===== src/rtl/dea_pkg.sv =====
package dea_pkg;
  localparam int ADDR_W = 2;
  localparam int CTRL_BITS = 4;
  localparam logic [ADDR_W-1:0] A_CTRL = 2'd0;
  localparam logic [ADDR_W-1:0] A_FLAG = 2'd1;
  localparam logic [ADDR_W-1:0] A_HI   = 2'd2;
  localparam logic [ADDR_W-1:0] A_LO   = 2'd3;
  localparam int PIN_SHARED = 0;
  localparam int PIN_LOWER  = 1;
  localparam int NUM_PINS   = 2;

  // Field order gives bit 0 = wide, bit 3 = rise.
  typedef struct packed {
    logic rise;
    logic loEn;
    logic hiEn;
    logic wide;
  } ctrl_t;

  typedef struct packed {
    logic loInc;
    logic hiInc;
    logic loLoad;
    logic hiLoad;
    logic edgeSet;
    logic edgeClr;
    logic ovfSet;
    logic ovfClr;
  } strobe_t;
endpackage


===== src/rtl/dea_edge_sync.sv =====
module dea_edge_sync #(
  parameter int STAGES = 2
) (
  input  logic clk,
  input  logic rstN,
  input  logic pin,
  input  logic riseSel,
  output logic hit
);
  logic [STAGES-1:0] chain;
  logic prevLvl;
  logic curLvl;

  assign curLvl = chain[STAGES-1];

  always_ff @(posedge clk) begin
    if (!rstN) begin
      chain   <= '0;
      prevLvl <= 1'b0;
    end else begin
      chain[0] <= pin;
      for (int i = 1; i < STAGES; i++) chain[i] <= chain[i-1];
      prevLvl <= curLvl;
    end
  end

  assign hit = riseSel ? (curLvl & ~prevLvl) : (~curLvl & prevLvl);
endmodule


===== src/rtl/dea_ctrl.sv =====
module dea_ctrl
  import dea_pkg::*;
#(
  parameter int SYNC_STAGES = 2
) (
  input  logic                 clk,
  input  logic                 rstN,
  input  logic                 wrEn,
  input  logic [ADDR_W-1:0]    wrAddr,
  input  logic [CTRL_BITS-1:0] wrBits,
  input  logic                 pinShared,
  input  logic                 pinLower,
  input  logic                 loFull,
  input  logic                 hiFull,
  output ctrl_t                ctrlQ,
  output strobe_t              st
);
  logic [NUM_PINS-1:0] pinVec;
  logic [NUM_PINS-1:0] edgeHit;
  logic loWr;
  logic hiWr;
  logic flagWr;

  assign pinVec[PIN_SHARED] = pinShared;
  assign pinVec[PIN_LOWER]  = pinLower;

  for (genvar g = 0; g < NUM_PINS; g++) begin : gSync
    dea_edge_sync #(.STAGES(SYNC_STAGES)) uSync (
      .clk     (clk),
      .rstN    (rstN),
      .pin     (pinVec[g]),
      .riseSel (ctrlQ.rise),
      .hit     (edgeHit[g])
    );
  end

  always_ff @(posedge clk) begin
    if (!rstN) ctrlQ <= '0;
    else if (wrEn && wrAddr == A_CTRL) ctrlQ <= ctrl_t'(wrBits);
  end

  assign loWr   = wrEn && (wrAddr == A_LO);
  assign hiWr   = wrEn && (wrAddr == A_HI);
  assign flagWr = wrEn && (wrAddr == A_FLAG);

  always_comb begin
    st         = '0;
    st.loLoad  = loWr;
    st.hiLoad  = hiWr;
    st.edgeClr = flagWr & wrBits[0];
    st.ovfClr  = flagWr & wrBits[1];
    if (ctrlQ.wide) begin
      st.loInc   = edgeHit[PIN_SHARED] & ~loWr;
      st.hiInc   = edgeHit[PIN_SHARED] & ~loWr & loFull & ~hiWr;
      st.ovfSet  = edgeHit[PIN_SHARED] & ~loWr & loFull & hiFull & ~hiWr;
      st.edgeSet = edgeHit[PIN_SHARED];
    end else begin
      st.loInc = ctrlQ.loEn & edgeHit[PIN_LOWER] & ~loWr;
      st.hiInc = ctrlQ.hiEn & edgeHit[PIN_SHARED] & ~hiWr;
    end
  end
endmodule


===== src/rtl/dea_datapath.sv =====
module dea_datapath
  import dea_pkg::*;
#(
  parameter int BYTE_W = 8
) (
  input  logic              clk,
  input  logic              rstN,
  input  strobe_t           st,
  input  ctrl_t             ctrlQ,
  input  logic [BYTE_W-1:0] wrData,
  input  logic [ADDR_W-1:0] rdAddr,
  output logic [BYTE_W-1:0] rdData,
  output logic [BYTE_W-1:0] loCount,
  output logic [BYTE_W-1:0] hiCount,
  output logic              loFull,
  output logic              hiFull,
  output logic              edgeFlag,
  output logic              ovfFlag
);
  always_ff @(posedge clk) begin
    if (!rstN) loCount <= '0;
    else if (st.loLoad) loCount <= wrData;
    else if (st.loInc) loCount <= loCount + 1'b1;
  end

  always_ff @(posedge clk) begin
    if (!rstN) hiCount <= '0;
    else if (st.hiLoad) hiCount <= wrData;
    else if (st.hiInc) hiCount <= hiCount + 1'b1;
  end

  always_ff @(posedge clk) begin
    if (!rstN) begin
      edgeFlag <= 1'b0;
      ovfFlag  <= 1'b0;
    end else begin
      if (st.edgeSet) edgeFlag <= 1'b1;
      else if (st.edgeClr) edgeFlag <= 1'b0;
      if (st.ovfSet) ovfFlag <= 1'b1;
      else if (st.ovfClr) ovfFlag <= 1'b0;
    end
  end

  assign loFull = &loCount;
  assign hiFull = &hiCount;

  always_comb begin
    unique case (rdAddr)
      A_CTRL:  rdData = BYTE_W'(ctrlQ);
      A_FLAG:  rdData = BYTE_W'({ovfFlag, edgeFlag});
      A_HI:    rdData = hiCount;
      default: rdData = loCount;
    endcase
  end
endmodule


===== src/rtl/dual_edge_accum.sv =====
module dual_edge_accum
  import dea_pkg::*;
#(
  parameter int BYTE_W      = 8,
  parameter int SYNC_STAGES = 2
) (
  input  logic              clk,
  input  logic              rstN,
  input  logic              wrEn,
  input  logic [1:0]        wrAddr,
  input  logic [BYTE_W-1:0] wrData,
  input  logic [1:0]        rdAddr,
  output logic [BYTE_W-1:0] rdData,
  input  logic              pinShared,
  input  logic              pinLower,
  output logic              edgeFlag,
  output logic              ovfFlag
);
  ctrl_t   ctrlQ;
  strobe_t st;
  logic [BYTE_W-1:0] loCount;
  logic [BYTE_W-1:0] hiCount;
  logic loFull;
  logic hiFull;
  logic wideEn;
  logic loEnable;

  assign wideEn   = ctrlQ.wide;
  assign loEnable = ctrlQ.loEn;

  dea_ctrl #(.SYNC_STAGES(SYNC_STAGES)) uCtrl (
    .clk       (clk),
    .rstN      (rstN),
    .wrEn      (wrEn),
    .wrAddr    (wrAddr),
    .wrBits    (wrData[CTRL_BITS-1:0]),
    .pinShared (pinShared),
    .pinLower  (pinLower),
    .loFull    (loFull),
    .hiFull    (hiFull),
    .ctrlQ     (ctrlQ),
    .st        (st)
  );

  dea_datapath #(.BYTE_W(BYTE_W)) uData (
    .clk      (clk),
    .rstN     (rstN),
    .st       (st),
    .ctrlQ    (ctrlQ),
    .wrData   (wrData),
    .rdAddr   (rdAddr),
    .rdData   (rdData),
    .loCount  (loCount),
    .hiCount  (hiCount),
    .loFull   (loFull),
    .hiFull   (hiFull),
    .edgeFlag (edgeFlag),
    .ovfFlag  (ovfFlag)
  );
endmodule


===== config.mk =====
export PLATFORM = sky130hd
export DESIGN_NAME = dual_edge_accum
export DESIGN_NICKNAME = d
export VERILOG_FILES = /design/src/rtl/dea_pkg.sv /design/src/rtl/dea_edge_sync.sv /design/src/rtl/dea_ctrl.sv /design/src/rtl/dea_datapath.sv /design/src/rtl/dual_edge_accum.sv
export SDC_FILE = /design/constraint.sdc
export NUM_CORES = 1
export LEC_CHECK = 0
export ABC_AREA = 1
export BUFFER_PORTS_ARGS = -buffer_cell sky130_fd_sc_hd__buf_2
export CAP_MARGIN = 10
export CORE_UTILIZATION = 60
export CTS_CLUSTER_DIAMETER = 150
export CTS_CLUSTER_SIZE = 40
export DETAILED_ROUTE_END_ITERATION = 8
export HOLD_SLACK_MARGIN = 0.03
export PLACE_DENSITY = 0.84
export SYNTH_ARGS = -nofsm -noshare
export SYNTH_HDL_FRONTEND = slang
export SYNTH_HIERARCHICAL = 1
export SYNTH_SLANG_ARGS = --single-unit
export TNS_END_PERCENT = 10

===== constraint.sdc =====
create_clock -name clk -period 4.4 [get_ports clk]
set_clock_uncertainty 0.15 [all_clocks]
set_input_delay 0.22 -clock clk [delete_from_list [all_inputs] [get_ports clk]]
set_output_delay 0.22 -clock clk [all_outputs]
set_load 0.01 [all_outputs]

==> out/results.ini, run 1 <==
[routing]
drt.antenna.violating_nets = 0
totalWireLength_mm = 3.93
wire_per_inst_um = 12.9
vias = 1681
vias_per_cell = 5.53
first_pass_iters = 5
drcViolationCount = 0
first_iter_violations = 95

[worst_hold_path]
worstHoldStart = wrData[4]
hold_class = in -> reg
whs_path_depth = 3
worstHoldEndpoint = uData/hiCount[4]

[global_route]
antenna_found_initial = 0
grt-ovfl-total = 0
grt_pass1_vias = 1351
grt_pass1_wl_mm = 5.93
grt_max_degree = 20
track_usage_pct = 28.3

[placed_design]
io_buffers = 26
placed_area_um2 = 1780
dp_cells = 298
dpl.hpwl_mm = 2.93
gp_congestion = 0.933

[sta]
worst_pin_slew_ns = 0.410
fin_crit_ns = 2.11
slew_headroom_pct = 72.7
grt_setup_unrepaired = no
period_share_pct = 48.0
finalSetupViolations = 0
slew_violations = 0
hold_viol_final = 0
fmax_mhz = 473
tns_ns = 0
holdWs_ns = 0.0431

[synth]
synth_top_area_share_pct = 33.8
synth_cell_types = 27
netlist.top_cell.by_area = dfxtp_1
synth_seq_area_share_pct = 33.8
synth_area_per_cell_um2 = 6.72
syn_inst = 247
ys_seq_elements = 28
synth_area_um2 = 1660
yosysWarnings = 6
synth_area_leaders = dfxtp_1 34%, nand2_1 12%, inv_1 9.5%
synthesis.nets = 266

[cells_and_area]
layout.cells.most_common = nand2_1
antenna_cells = 0
final_cell_count_no_fill = 304
multi_input_area_um2 = 880
area_delta_synth_final_pct = 11.6
final_nets = 294
final_cell_area_um2 = 1850
nFillCells = 228
mostFrequentLayoutCells = 52 x nand2_1, 42 x inv_1, 28 x dfxtp_1
regArea_um2 = 561
drive_gt1_share_pct = 17.5

[clock_tree]
clock_sinks = 28
hold_buffers = 2
clk_latency_ns = 0.33
numCtsBuffers = 3
cts.path.max_buffers = 2
cts_tree = built
cts.reportedPaths.clkPinSlew_ns = 0.15
post_cts_buffers = 0
ctsResizeCount = 0
htree_levels = 1
root_buffer = clkbuf_4

[die]
die_h_um = 54.6
io-pin-count = 27
die_width_um = 54.6
core.rowCount = 18
dieArea_um2 = 2980
start_util_pct = 65.2
fp.coreArea_um2 = 2540

[critical_path]
end_kind = flip-flop
critPathRequiredTime_ns = 4.49
crit_type = reg -> reg
r2r_slack_ns = 2.29
cpPeakStageDelay_ns = 0.43
crit_chain = ha_1 -> nand3_1 -> nor2_1 -> nand2_1 -> nor2_1 -> nand2_1 -> inv_1 -> nand2_1 -> a21oi_2 -> nor2_1 -> a22oi_1 -> a21oi_2
r2r_cells = 12
cp.arrival_ns = 2.20
critPathMaxFanout = 6
rr_startpoint = uData/loCount[1]
crit_path_start_kind = flip-flop
cp_slowest_cell = dfxtp_1
reg2reg_to = uData/hiCount[7]

[power]
p_total_mw = 0.514
peakVddDrop_mv = 0.222
power_leakage_nw = 0.844
power_density_nw_per_um2 = 278

[flow_run]
cap_violations = 0

[status]
status = complete, no violations

==> logic make-up (layout without fill, tap and decap cells) <==
group | after synthesis | in the layout | synth area share (%)
and+or+nand+nor | 112 | 112 | 31.2
adders and majority gates | 2 | 2 | 1.51
AOI/OAI and AO/OA | 50 | 50 | 18.2
xor gates and xnor gates | 4 | 4 | 2.11
DFF | 28 | 28 | 33.8
buffers and inverters | 51 | 78 | 13.3
==> worst max-delay path by stage <==
stage	startpoint	to	slack [ns]	cells past startpoint
global placement	uData/loCount[1]	uData/hiCount[7]	2.40	12
global route	uData/loCount[1]	uData/hiCount[7]	2.16	12
detailed placement	uData/loCount[1]	uData/hiCount[7]	2.35	12
CTS	uData/loCount[1]	uData/hiCount[7]	2.31	12
floorplan	uData/loCount[1]	uData/hiCount[7]	2.54	12
finish	uData/loCount[1]	uData/hiCount[7]	2.29	12
==> worst max-delay path: cells and delay by family, from the launching register on <==
kind	cells	cell delay (ns)
AND/OR/NAND/NOR	7	0.64
AO/OA/AOI/OAI	3	0.51
flip-flops	1	0.43
adder cells (fa/ha/maj)	1	0.22
buffers and inverters	1	0.06
==> through the flow <==
stage / setup slack [ns] / util, %
after floorplan: 2.54 / -
after global placement: 2.40 / 70.0
after detailed placement: 2.35 / 70.0
after CTS: 2.31 / 72.8
after global routing: 2.16 / 72.8
final: 2.29 / 72.8
==> cells in the mapped netlist <==
master     count
inv_1         42
dfxtp_1       28
ha_1           2
nor3_1         1
o21ai_0        9
o221ai_1       2
nand4_1        3
clkinv_1       1
a22oi_1       10
a22o_1         1
nor2_1        20
o2111ai_1      1
nor2_2         3
buf_2          1
inv_2          3
nor2_4         1
nand3_1       23
nand3_2        6
xor2_1         4
nand2_2        3
buf_4          3
a21oi_2        2
o21ai_1        2
buf_12         1
o22ai_1        3
nand2_1       52
a21oi_1       20
==> state kept, by name, indices dropped and copies added (netlist names) <==
| register | count |
|---|---|
| uCtrl/gSync.uSync/chain | 4 |
| uData/ovfFlag | 1 |
| uData/hiCount | 8 |
| uData/loCount | 8 |
| uCtrl/gSync.uSync/prevLvl | 2 |
| uCtrl/ctrlQ | 4 |
| uData/edgeFlag | 1 |
==> cell type report <==
cell class	instances	share of cell area [%]
clock buffer	3	1.22
timing repair buffer	28	8.10
multi-input combinational	168	47.5
sequential	28	30.2
tap	30	2.03
inverter	46	9.32
clock inverter	1	1.62
==> where the power goes <==
part           switching, mW  internal (mW)
Sequential            0.0117          0.264
Clock                 0.0785         0.0922
Combinational         0.0428         0.0250
Total                  0.133          0.381
==> metal layers <==
metal / GRT usage, % / wire length, um / share of wire (%)
met2: 43.6 / 1760 / 45
met1: 40.6 / 1740 / 44
met5: 0 / 0 / 0
met3: 3.06 / 393 / 10
met4: 9.40 / 34 / 0.87
Power figures use the tool's default switching activity.
==> run 2, diff against run 1 <==
- ABC_AREA: 1 -> 0
- CORE_UTILIZATION: 60 -> 50
- PLACE_DENSITY: 0.84 -> 0.75
- clock period: 4.4 -> 1.7 ns (I/O delays scaled with it)
==> run 2 against run 1 <==
The flow now finishes with violations (negative setup slack); core utilization grew 0.74 points; via count grew 2.1%; largest cell class unchanged; count of clock-buffer cells in the layout is the same; highest routed layer unchanged; global-route usage grew 0.25 points; critical endpoint unchanged.
==> out/results.ini, run 2 <==
[placed_design]
placed_area_um2 = 2020
gp_congestion = 0.880
io_buffers = 26
dpl.hpwl_mm = 3.25
dp_cells = 278
dp_slack_ns = -0.301

[power]
p_clk_share_pct = 23.2
pwr-share-comb_pct = 18.8
p_seq_share_pct = 58.0
internal-power_mw = 0.887
peakVddDrop_mv = 0.415
power_leakage_nw = 0.984
p_total_mw = 1.22
p_sw_mw = 0.328
power_density_nw_per_um2 = 533
swShare_pct = 27.0

[synth]
synth_area_leaders = dfxtp_1 34%, mux2i_1 6.1%, nand2_1 5.0%
synth_seq_area_share_pct = 33.9
synth_compound_area_share_pct = 14.7
synth_ff_type = dfxtp_1
async_flop_share_pct = 0
yosysWarnings = 6
synth_xor_xnor_area_share_pct = 4.24
synth_mux_area_share_pct = 10.2
synth_area_um2 = 1650
synthesis.nets = 210
ys_seq_elements = 28
synth-edff-count = 0
synth_top_area_share_pct = 33.9
netlist.top_cell.by_area = dfxtp_1
syn_inst = 191
yosys.area_share.adder_pct = 1.52
synth_simple_gate_area_share_pct = 30.6
synth_cell_types = 40
synth_area_per_cell_um2 = 8.65
synth_top_family_by_area = simple AND/OR/NAND/NOR gates
yosysMostFrequentCell = dfxtp_1
synthTopCellsByCount = 28 x dfxtp_1, 22 x nand2_1, 16 x o21ai_0, 12 x and2_1, 10 x mux2i_1

[routing]
first_iter_violations = 130
vias = 1716
drcViolationCount = 0
wl_met2_mm = 2.43
first_pass_iters = 4
vias_per_cell = 5.72
drt.antenna.violating_nets = 0
totalWireLength_mm = 4.75
highest_layer = met4
met1_length_mm = 1.93
wire_per_inst_um = 15.8
met3_length_um = 231

[status]
violations = negative setup slack
status = finished with violations

[sta]
hold_viol_final = 0
fmax_mhz = 502
setup_slack_ns = -0.291
slew_headroom_pct = 79.0
worst_pin_slew_ns = 0.311
grt_setup_unrepaired = yes
finalSetupViolations = 17
tns_ns = -2.93
period_share_pct = 117
slew_violations = 0
fin_crit_ns = 1.99

[die]
io-pin-count = 27
die_width_um = 59.5
dieArea_um2 = 3540
die_h_um = 59.5
core.rowCount = 20
fp.coreArea_um2 = 3100
start_util_pct = 53.2

[global_route]
grt_pass1_wl_mm = 7.62
track_usage_pct = 28.6
grt-ovfl-total = 0
antenna_found_initial = 0
grt_pass1_vias = 1701
grt_max_degree = 24

[cells_and_area]
mostFrequentLayoutCells = 26 x buf_4, 25 x buf_2, 22 x nand2_1
final_cell_area_um2 = 2280
layout.cells.most_common = buf_4
area_delta_synth_final_pct = 38.2
reg_top3 = uData/hiCount: 8 flops, uData/loCount: 8 flops
final_nets = 277
drive_gt1_share_pct = 33.2
antenna_cells = 0
final_cell_count_no_fill = 300

[flow_run]
cap_violations = 0

[clock_tree]
cts.path.max_buffers = 2
cts.reportedPaths.clkPinSlew_ns = 0.15
clk_latency_ns = 0.33
root_buffer = clkbuf_4
clock_sinks = 28
htree_levels = 1
numCtsBuffers = 3
cts_tree = built

[critical_path]
critPathMaxFanout = 7
crit_path_start_kind = flip-flop
cp.arrival_ns = 2.06
end_kind = flip-flop
critPathRequiredTime_ns = 1.77
crit_type = reg -> reg

[worst_hold_path]
hold_class = in -> reg

==> run 2: stage by stage <==
stage	utilization, %	hold slack (ns)
final	73.5	0.101
after floorplan	-	0.0567
after CTS	72.7	0.0791
after global routing	73.5	0.111
after global placement	65.0	0.141
after detailed placement	65.0	0.139
==> run 2: cells by family (layout without fill, tap and decap cells) <==
logic type                 Yosys count  after routing
buffers and inverters               17             82
and+or+nand+nor                     85             85
AOI/OAI and AO/OA                   37             37
DFF                                 28             28
xor gates and xnor gates             8              8
adders and majority gates            2              2
muxes                               14             14
==> run 2: timing repair <==
action / CTS / global route
setup buffers: 1 / 0
pin swaps: 13 / 3
setup endpoints to repair: 17 / 20
gates resized for setup: 9 / 10
hold endpoints to repair: 22 / 0
hold buffers: 18 / 0
==> run 2: worst max-delay path, stage by stage, from the launching register on <==
cell and delay [ns]:
dfxtp_4 0.39, ha_4 0.13, nand3_2 0.09, nor3_2 0.15, a21boi_2 0.21, a32o_2 0.19
buf_6 0.14, nor3b_1 0.05, o21ai_0 0.27, nand3_2 0.12
==> run 2: metal layers <==
layer | up-vias | track usage [%]
li1 | 807 | -
met1 | 810 | 35.4
met2 | 77 | 48.0
met3 | 22 | 3.71
met4 | 0 | 15.0
met5 | - | 0
==> run 2: path summary, 6_finish.rpt <==
path                                       from                            end  slack (ns)  cells after the start
hold / removal                             rstN               uData/hiCount[6]        0.10                      4
hold reg to reg   uCtrl/gSync[1].uSync/chain[0]  uCtrl/gSync[1].uSync/chain[1]        0.31                      1
setup reg to reg               uData/loCount[1]               uData/hiCount[7]       -0.29                      9
setup / recovery               uData/loCount[1]               uData/hiCount[7]       -0.29                      9
==> run 2: power by group through the flow <==
stage	registers [mW]	clock network [mW]	logic, mW
3_5_place_dp	0.717	0	0.185
6_report	0.705	0.282	0.229
4_1_cts	0.703	0.279	0.219
2_1_floorplan	0.717	0	0.0984
3_3_place_gp	0.715	0	0.180
5_1_grt	0.708	0.314	0.247
==> run 2: cell type report <==
| type | count | area, um^2 |
|---|---|---|
| Multi-Input combinational cell | 146 | 1060 |
| Inverter | 6 | 22.5 |
| Clock buffer | 3 | 22.5 |
| Fill cell | 241 | 821 |
| Sequential cell | 28 | 574 |
| Tap cell | 44 | 55.1 |
| Timing Repair Buffer | 73 | 546 |
==> run 3, diff against run 2 <==
--- a/config.mk
+++ b/config.mk
@@ -7,4 +7,5 @@
 export LEC_CHECK = 0
 export ABC_AREA = 0
+export ABC_CLOCK_PERIOD_IN_PS = 1700
 export BUFFER_PORTS_ARGS = -buffer_cell sky130_fd_sc_hd__buf_2
 export CAP_MARGIN = 10
==> constraint.sdc (replaced) <==
create_clock -name clk -period 1.7 [get_ports clk]
set_clock_uncertainty 0.15 [all_clocks]
set_input_delay 0.34 -clock clk [delete_from_list [all_inputs] [get_ports clk]]
set_output_delay 0.34 -clock clk [all_outputs]
set_load 0.01 [all_outputs]
==> run 3 against run 2 <==
Global-route usage fell by 2.2 points; maximum frequency decreased by 1.3%; flip-flop and latch count unchanged; clock power grew 17%; cell area down 5.5%; sequential power barely moved; core utilization is 4.0 points lower; sequential share of layout area rose by 1.5 points; die area is the same; the run still ends with negative setup slack left; first-iteration DRC count decreased by 36%; count of clock-buffer cells in the layout grew 1; wire length decreased by 6.3%.
==> out/results.ini, run 3 (synthesis results as in run 2) <==
[routing]
vias = 1619
drt.antenna.violating_nets = 0
drcViolationCount = 0
totalWireLength_mm = 4.45
first_pass_iters = 4
first_iter_violations = 83
vias_per_cell = 5.64
wire_per_inst_um = 15.5

[sta]
fin_crit_ns = 2.02
period_share_pct = 119
finalSetupViolations = 21
fmax_mhz = 495
grt_setup_unrepaired = yes
holdWs_ns = 0.0447
slew_headroom_pct = 76.7
setup_slack_ns = -0.318
hold_viol_final = 0
worst_pin_slew_ns = 0.350
slew_violations = 0

[flow_run]
cap_violations = 0

[global_route]
track_usage_pct = 26.4
grt-ovfl-total = 0
grt_pass1_wl_mm = 6.98
grt_max_degree = 22
grt_pass1_vias = 1525
antenna_found_initial = 0

[clock_tree]
cts.path.max_buffers = 2
clock_sinks = 28
root_buffer = clkbuf_4
cts.reportedPaths.clkPinSlew_ns = 0.15
clk_latency_ns = 0.33
cts_tree = built
htree_levels = 1
numCtsBuffers = 3

[die]
start_util_pct = 53.2
die_width_um = 59.5
core.rowCount = 20
fp.coreArea_um2 = 3100
dieArea_um2 = 3540
die_h_um = 59.5
io-pin-count = 27

[critical_path]
cp.arrival_ns = 2.13
cp_slowest_cell = dfxtp_4
critPathRequiredTime_ns = 1.81
crit_type = reg -> reg
crit_path_start_kind = flip-flop
rr_startpoint = uData/loCount[1]
crit_chain = ha_4 -> nand3_4 -> nor3_2 -> a21boi_2 -> a32o_2 -> nand4_1 -> or3_1 -> a31oi_1
crit_start = uData/loCount[1]
cpPeakStageDelay_ns = 0.39
end_kind = flip-flop
critPathMaxFanout = 3

[cells_and_area]
nFillCells = 268
drive_gt1_share_pct = 37.4
mostFrequentLayoutCells = 29 x buf_4, 25 x buf_2, 22 x nand2_1
reg_top3 = uData/hiCount: 8 flops, uData/loCount: 8 flops
area_delta_synth_final_pct = 30.6
final_util_pct = 69.5
antenna_cells = 0
final_nets = 263
layout.cells.most_common = buf_4

[status]
violations = negative setup slack
status = finished with violations

[placed_design]
gp_congestion = 1.02
dpl.hpwl_mm = 3.21
io_buffers = 26

[worst_hold_path]
worstHoldStart = pinLower
hold_class = in -> reg

[power]
power_density_nw_per_um2 = 574
peakVddDrop_mv = 0.369
power_leakage_nw = 0.922

## run 3: layout make-up
type	count	area, um^2	share of cell area (%)
multi-input combinational	146	1070	49.6
tap	44	55.1	2.55
sequential	28	574	26.6
clock buffer	4	36.3	1.68
timing repair buffer	59	399	18.5
inverter	6	22.5	1.04
## run 3: timing repair
item,4_1_cts,5_1_grt
gates resized for setup,9,14
hold buffers,0,0
buffers inserted,1,1
pin swaps,12,6
hold endpoints to repair,0,0
setup endpoints to repair,20,22
## run 3: final timing paths
path	to	slack (ns)	cells after the start
max	uData/hiCount[5]	-0.32	8
min	uCtrl/gSync[1].uSync/chain[0]	0.04	2
max reg2reg	uData/hiCount[5]	-0.32	8
min reg2reg	uCtrl/gSync[1].uSync/chain[1]	0.31	1
## run 3: where the power goes
group | leakage [nW] | internal (mW) | switching, mW | total [mW]
Clock | 0.0210 | 0.131 | 0.200 | 0.331
Combinational | 0.669 | 0.102 | 0.100 | 0.203
Sequential | 0.232 | 0.681 | 0.0244 | 0.705
## run 3: per-layer routing
| metal | global-route usage [%] | up-vias | wire [um] |
|---|---|---|---|
| li1 | - | 784 | - |
| met1 | 33.3 | 759 | 1830 |
| met2 | 45.4 | 60 | 2240 |
| met3 | 2.84 | 16 | 244 |
| met4 | 10.9 | 0 | 126 |
| met5 | 0 | - | 0 |
## run 3: worst max-delay path, delay by kind of cell, from the launching register on
kind            cells  cell delay, ns
fa+ha+maj           1            0.14
simple gates        4            0.72
flops               1            0.39
compound gates      3            0.55
## run 3: stage by stage
stage	power [mW]	instances	worst slack (ns)	cell area, um^2	setup TNS [ns]
floorplan	0.815	191	-0.281	1680	-1.38
global placement	0.900	281	-0.253	2040	-2.22
detailed placement	0.908	281	-0.350	2040	-2.69
CTS	1.24	286	-0.273	2110	-3.19
global route	1.29	287	-0.436	2160	-5.53
finish	1.24	287	-0.318	2160	-3.60
